===== config.mk =====
export PLATFORM = sky130hd
export DESIGN_NAME = rx_sym_align
export DESIGN_NICKNAME = d
export VERILOG_FILES = /design/src/rtl/rx_sym_align.sv
export SDC_FILE = /design/constraint.sdc
export NUM_CORES = 1
export LEC_CHECK = 0
export ABC_AREA = 1
export BUFFER_PORTS_ARGS = -buffer_cell sky130_fd_sc_hd__buf_2
export CAP_MARGIN = 5
export CORE_MARGIN = 2
export CORE_UTILIZATION = 35
export DETAILED_ROUTE_END_ITERATION = 8
export PLACE_DENSITY = 0.51
export SYNTH_ARGS = -nofsm -noshare
export SYNTH_HDL_FRONTEND = slang
export SYNTH_SLANG_ARGS = --single-unit

===== constraint.sdc =====
create_clock -name clk -period 4.6 [get_ports clk]
set_input_delay 0 -clock clk [delete_from_list [all_inputs] [get_ports clk]]
set_output_delay 0 -clock clk [all_outputs]
set_load 0.01 [all_outputs]

===== src/rtl/rx_sym_align.sv =====
module rx_sym_align #(
  parameter int W = 10,
  parameter int CW = 7,
  parameter logic [CW-1:0] COMMA_A = 7'b1111100,
  parameter logic [CW-1:0] COMMA_B = 7'b0000011,
  localparam int OW = $clog2(W)
) (
  input  logic          clk,
  input  logic          rst_n,
  input  logic          rx_en,
  input  logic          pol_inv,
  input  logic [1:0]    align_mode,
  input  logic [W-1:0]  din,
  output logic [W-1:0]  dout,
  output logic          dout_vld,
  output logic [OW-1:0] bit_ofs
);

  logic [W-1:0]  cur_q, prev_q, dout_q;
  logic [OW-1:0] ofs_q, ofs_nxt, hit_ofs;
  logic [1:0]    fill_q;
  logic          hi_q, vld_q, hit_any;
  logic [W-1:0]  hit;

  wire [W-1:0]   din_p  = din ^ {W{pol_inv}};
  wire [2*W-1:0] win    = {cur_q, prev_q};
  wire           primed = (fill_q == 2'd2);

  genvar k;
  generate
    for (k = 0; k < W; k++) begin : g_cmp
      assign hit[k] = (win[k +: CW] == COMMA_A) || (win[k +: CW] == COMMA_B);
    end
  endgenerate

  always_comb begin
    hit_any = 1'b0;
    hit_ofs = '0;
    for (int i = W - 1; i >= 0; i--) begin
      if (hit[i]) begin
        hit_any = 1'b1;
        hit_ofs = OW'(i);
      end
    end
  end

  wire jog     = rx_en && (align_mode == 2'b10) && !hi_q;
  wire realign = rx_en && primed && (align_mode == 2'b01) && hit_any && (hit_ofs != ofs_q);

  always_comb begin
    ofs_nxt = ofs_q;
    if (jog)
      ofs_nxt = (ofs_q == OW'(W - 1)) ? '0 : ofs_q + 1'b1;
    else if (realign)
      ofs_nxt = hit_ofs;
  end

  always_ff @(posedge clk) begin
    if (!rst_n) begin
      hi_q   <= 1'b0;
      cur_q  <= '0;
      prev_q <= '0;
      dout_q <= '0;
      fill_q <= '0;
      ofs_q  <= '0;
      vld_q  <= 1'b0;
    end else begin
      hi_q <= align_mode[1];
      if (!rx_en) begin
        cur_q  <= '0;
        prev_q <= '0;
        dout_q <= '0;
        fill_q <= '0;
        ofs_q  <= '0;
        vld_q  <= 1'b0;
      end else begin
        cur_q  <= din_p;
        prev_q <= cur_q;
        fill_q <= primed ? fill_q : fill_q + 2'd1;
        ofs_q  <= ofs_nxt;
        dout_q <= win[ofs_q +: W];
        vld_q  <= primed && (ofs_nxt == ofs_q);
      end
    end
  end

  assign dout     = dout_q;
  assign dout_vld = vld_q;
  assign bit_ofs  = ofs_q;

endmodule


### Word level (Yosys, flattened, before mapping)

Index checks and enable logic that the tools add are counted.

* eq/ne operators: 26
* mux-type cells: 23
* bitwise logic cells: 1
* reductions and logical operators: 19
* shifts and indexed selects: 1
* add/sub/neg operators: 2

Operators by type and width (number)
* == test 7 x 2 -> 1 bit (second input constant): 10
* == test 7 bit (second input constant): 10
* two-way mux 4 bit: 13
* indexed part select 20 x 5 -> 10 bit: 1
* logical OR 1 bit: 10
* two-way mux 1 bit: 10
* XOR 10 bit: 1
* logical AND 1 bit: 7
* adder 4 x 1 -> 4 bit (second input constant): 1
* == test 2 bit (second input constant): 2
* == test 4 bit: 1
* == test 4 bit (second input constant): 1
* != test 4 bit: 1
* adder 2 x 1 -> 2 bit (second input constant): 1
* == test 2 x 1 -> 1 bit (second input constant): 1
* AND reduction 2 bit: 1
* logical NOT 1 bit: 1

* register bits: 38
* output and inout port bits: 15
* input port bits: 16

### Depth between registers and ports, before layout

* depth after elaboration: 18
* mapped depth: 21

### Least setup slack after synthesis

No wires, ideal clock.

* path kind: register to register
* from: register prev_q[7]
* to: register vld_q, in the netlist dout_vld
* path buffers: 1
* path slack: 2.850 ns
* cell stages (with the launch flop): 21
* required time: 4.488 ns
* arrival: 1.638 ns
* period minus slack after synthesis: 1.750 ns
* cell sequence: dfxtp_1 -> buf_2 -> inv_1 -> nand2_1 -> nor2_2 -> nor2_4 -> nand2_2 -> nor2_4 -> nand2_1 -> nand2_1 -> nand2_1 -> inv_1 -> nand3_2 -> nand2_2 -> nand2_1 -> nand2_1 -> nand3_2 -> nand2_1 -> nand2_1 -> nand3_1 -> nor2_1

* longest elaborated chain between the ends: 16

RTL lines
* start: declaration: line 19 `logic [W-1:0] cur_q, prev_q, dout_q;`
* start signal: assignment: line 78 `prev_q <= cur_q;`
* == test 7 bit / == test 7 x 2 -> 1 bit (equally long branches): line 32 `assign hit[k] = (win[k +: CW] == COMMA_A) || (win[k +: CW] == COMMA_B);`
* logical OR 1 bit: line 32
* two-way mux 4 bit / two-way mux 1 bit (equally long branches) (8 in series): line 40 `if (hit[i]) begin`
* != test 4 bit / logical AND 1 bit (equally long branches): line 48 `wire realign = rx_en && primed && (align_mode == 2'b01) && hit_any && (hit_ofs != ofs_q);`
* logical AND 1 bit: line 48
* two-way mux 4 bit (*): line 54 `else if (realign)`
* two-way mux 4 bit (*): line 52 `if (jog)`
* == test 4 bit (*): line 82 `vld_q <= primed && (ofs_nxt == ofs_q);`
* logical AND 1 bit (*): line 82
* end signal: assignment: line 82
* end: declaration: line 22 `logic hi_q, vld_q, hit_any;`

Every way passes the cells marked *; elsewhere a longest branch is shown, timed or not.
A chain may end at the register's enable or synchronous reset.

### Worst setup path after layout

* from: register ofs_q[0], in the netlist bit_ofs[0]
* to: register dout_q[1], in the netlist dout[1]

* longest elaborated chain between the ends: 1

RTL lines
* start: declaration: line 20 `logic [OW-1:0] ofs_q, ofs_nxt, hit_ofs;`
* start signal: assignment: line 80 `ofs_q <= ofs_nxt;`
* indexed part select 20 x 5 -> 10 bit: line 81 `dout_q <= win[ofs_q +: W];`
* end signal: assignment: line 81
* end: declaration: line 19

Every way passes these cells.

==> impl_metrics.json <==
{
  "hold_viol_final": 0,
  "yosys-top-cells-area": "dfxtp_1 29%, nand2_1 18%, nor2_1 9.7%",
  "clk_pin_slew_ps": 90,
  "powerDensity_nw_per_um2": 253,
  "setup_violations": 0,
  "worst-r2r-cell-count": 6,
  "synth_edf_count": 0,
  "synth_common_cells": "126 x nand2_1, 67 x nor2_1, 38 x dfxtp_1",
  "synth.net_count": 447,
  "synthFlopType": "dfxtp_1",
  "synth_top_family_by_area": "simple AND/OR/NAND/NOR gates",
  "dpl.hpwl_um": 5010,
  "crit_slowest_cell": "dfxtp_1",
  "worst-r2r-setup-slack_ps": 2160,
  "switchingPower_uw": 182,
  "portBuffers": 30,
  "yosys-mux-area-fraction": 0.0194,
  "clock_latency_ps": 290,
  "ir_drop_mv": 0.160,
  "grt.total_usage": 0.177,
  "yosys.cell_types.count": 32,
  "drive_above_1_share": 0.156,
  "start_kind": "flip-flop",
  "reg2reg_from": "bit_ofs[0]",
  "crit_chain": "inv_1, o21ai_0, o21ai_0, o21ai_0, o21ai_0, nor2_1",
  "outcome": "completed",
  "synth_top_cell_area_share": 0.294,
  "slew_headroom": 0.223,
  "drtPass1Iterations": 6,
  "cts_buffer_depth": 2,
  "post-route-period-util": 0.531,
  "period_minus_slack_ps": 2440,
  "end_kind": "flip-flop",
  "via_count": 2682,
  "antenna_found_initial": 0,
  "rsz0062_at_grt": "no",
  "synth-xor-area-share": 0.0339,
  "gp_congestion": 0.841,
  "synth_area_um2": 2580,
  "combinationalPowerShare": 0.091,
  "cp_data_arrival_time_ps": 2680,
  "wl_met2_um": 3280,
  "synth_top_area_cell": "dfxtp_1",
  "route.detailed.drc": 0,
  "p_clk_frac": 0.453,
  "cts_made_buffers": 5,
  "critPathRequiredTime_ps": 4840,
  "leakagePower_uw": 0.00139,
  "area_growth_pct": 17.6,
  "ant_nets": 0,
  "coreArea_um2": 7210,
  "synth_most_common_cell": "nand2_1",
  "p_int_uw": 586,
  "numClockSinks": 38,
  "vias_per_cell": 4.79,
  "r2r-end": "dout[1]",
  "htreeDepth": 2,
  "max_stage_delay_ps": 1100,
  "cts_tree": "built",
  "cts-root-buf": "clkbuf_8",
  "dr_wl_met3_um": 293,
  "die_h_um": 89.9,
  "top_level_ports": 31,
  "hold_start": "pol_inv",
  "wl_per_cell_um": 12.4,
  "holdPathEnd": "cur_q[0]",
  "ys_ff_latch": 38,
  "drt_iter0_drc": 144,
  "critPathMaxFanout": 40,
  "wl_met1_um": 3320,
  "grt_pass1_vias": 2509,
  "postCtsResizedCells": 0,
  "nNetsFinal": 477,
  "seq_power_share": 0.455,
  "drv_slew": 0,
  "synthAdderAreaFrac": 0.00484,
  "grt_first_pass_wirelength_um": 11700,
  "syn_area_per_cell_um2": 6.01,
  "synthCells": 430,
  "p_total_uw": 769,
  "topRoutingLayerUsed": "met4",
  "hold_class": "primary input to flip-flop",
  "clock_skew_ps": 7.75,
  "ys_warn_count": 0,
  "fmax_mhz": 409,
  "hold_depth": 3,
  "cap_violations": 0,
  "grt_overflow_total": 0,
  "crit_top_cell": "o21ai_0",
  "fp.dieW_um": 89.9,
  "seq_area_frac_synth": 0.294,
  "initial_utilization": 0.358,
  "swShare": 0.237,
  "drt-total-wl_um": 6960,
  "grt_max_degree": 41,
  "dieArea_um2": 8090,
  "async_reset_ff_frac": 0,
  "synth_compound_area_frac": 0.135,
  "path_class": "flip-flop to flip-flop",
  "diodes": 0,
  "synth_simple_gate_area_frac": 0.417,
  "rows": 31,
  "worst_slew_pin_slew_ps": 1160,
  "finalSetupTns_ps": 0
}
-- layout by cell type (no fill, tap or decap), drive strengths merged --
cell / Yosys / layout
xnor2: 10 / 10
nand4: 3 / 3
mux2i: 5 / 5
a21oi: 18 / 18
o21ai: 36 / 36
buf: 5 / 31
o22ai: 2 / 2
dfxtp: 38 / 38
ha: 1 / 1
clkbuf: 15 / 5
dlygate4sd3: 0 / 12
or2: 3 / 3
nand3: 30 / 30
bufinv: 0 / 2
o311ai: 2 / 2
o2111ai: 1 / 1
a221oi: 1 / 1
o211ai: 2 / 2
inv: 42 / 42
nor3: 3 / 3
a31oi: 2 / 2
and3: 1 / 1
nor2: 78 / 78
nand2: 131 / 131
clkinv: 1 / 2
-- kinds of logic (layout without fill, tap and decap cells) --
logic type / Yosys count / count (layout)
AOI/OAI and AO/OA: 64 / 64
xor gates and xnor gates: 10 / 10
adders and majority gates: 1 / 1
buffers and inverters: 63 / 94
DFF: 38 / 38
muxes: 5 / 5
and+or+nand+nor: 249 / 249
-- power by group through the flow --
stage	Clock [uW]	Sequential, uW	Combinational (uW)
CTS	358	350	70.5
finish	348	350	70.3
floorplan	0	353	45.8
detailed placement	0	358	62.5
global route	371	352	80.1
global placement	0	358	62.0
-- through the flow --
stage | hold WS (ps) | instance area [um2] | setup slack, ps | cells | utilization
floorplan | 93.5 | 2580 | 2850 | 430 | -
global placement | 209 | 2780 | 2340 | 540 | 0.386
detailed placement | 211 | 2780 | 2200 | 540 | 0.386
CTS | 144 | 3040 | 2190 | 560 | 0.421
global route | 159 | 3040 | 1870 | 560 | 0.421
finish | 146 | 3040 | 2160 | 560 | 0.421
-- registers in the layout, summed over array words and instances (netlist names) --
| signal | cells |
|---|---|
| cur_q | 10 |
| bit_ofs | 4 |
| prev_q | 10 |
| dout_vld | 1 |
| dout | 10 |
| hi_q | 1 |
| fill_q | 2 |
-- area by class of cell --
type / instances / area, um2
tap: 99 / 124
inverter: 43 / 161
sequential: 38 / 761
fill: 806 / 4180
timing repair buffer: 43 / 278
multi-input combinational: 329 / 1580
clock buffer: 5 / 68.8
clock inverter: 3 / 68.8
-- what timing repair did --
| action | CTS | global route |
|---|---|---|
| hold buffers | 12 | 0 |
| hold endpoints to repair | 11 | 0 |
| setup buffers | 0 | 0 |
-- critical path: cells and delay by family, from the launching register on --
kind                   cells  cell delay (ps)
flip-flops                 1             1100
AO/OA/AOI/OAI              4              820
buffers and inverters      1              360
AND/OR/NAND/NOR            1              110
-- worst max-delay path by stage --
stage | slack [ps] | cells past startpoint | start | end
after floorplan | 2850 | 20 | prev_q[7] | dout_vld
after global placement | 2340 | 15 | prev_q[9] | dout_vld
after detailed placement | 2200 | 6 | bit_ofs[0] | dout[1]
after CTS | 2190 | 6 | bit_ofs[0] | dout[1]
after global routing | 1870 | 6 | bit_ofs[0] | dout[1]
final | 2160 | 6 | bit_ofs[0] | dout[1]
-- layer usage --
metal  GRT usage  up-vias
met5           0        -
met1       0.231     1183
met4      0.0423        0
met3      0.0302        6
li1            -     1423
met2       0.307       70
No activity file was read; power rests on OpenSTA's default activity.
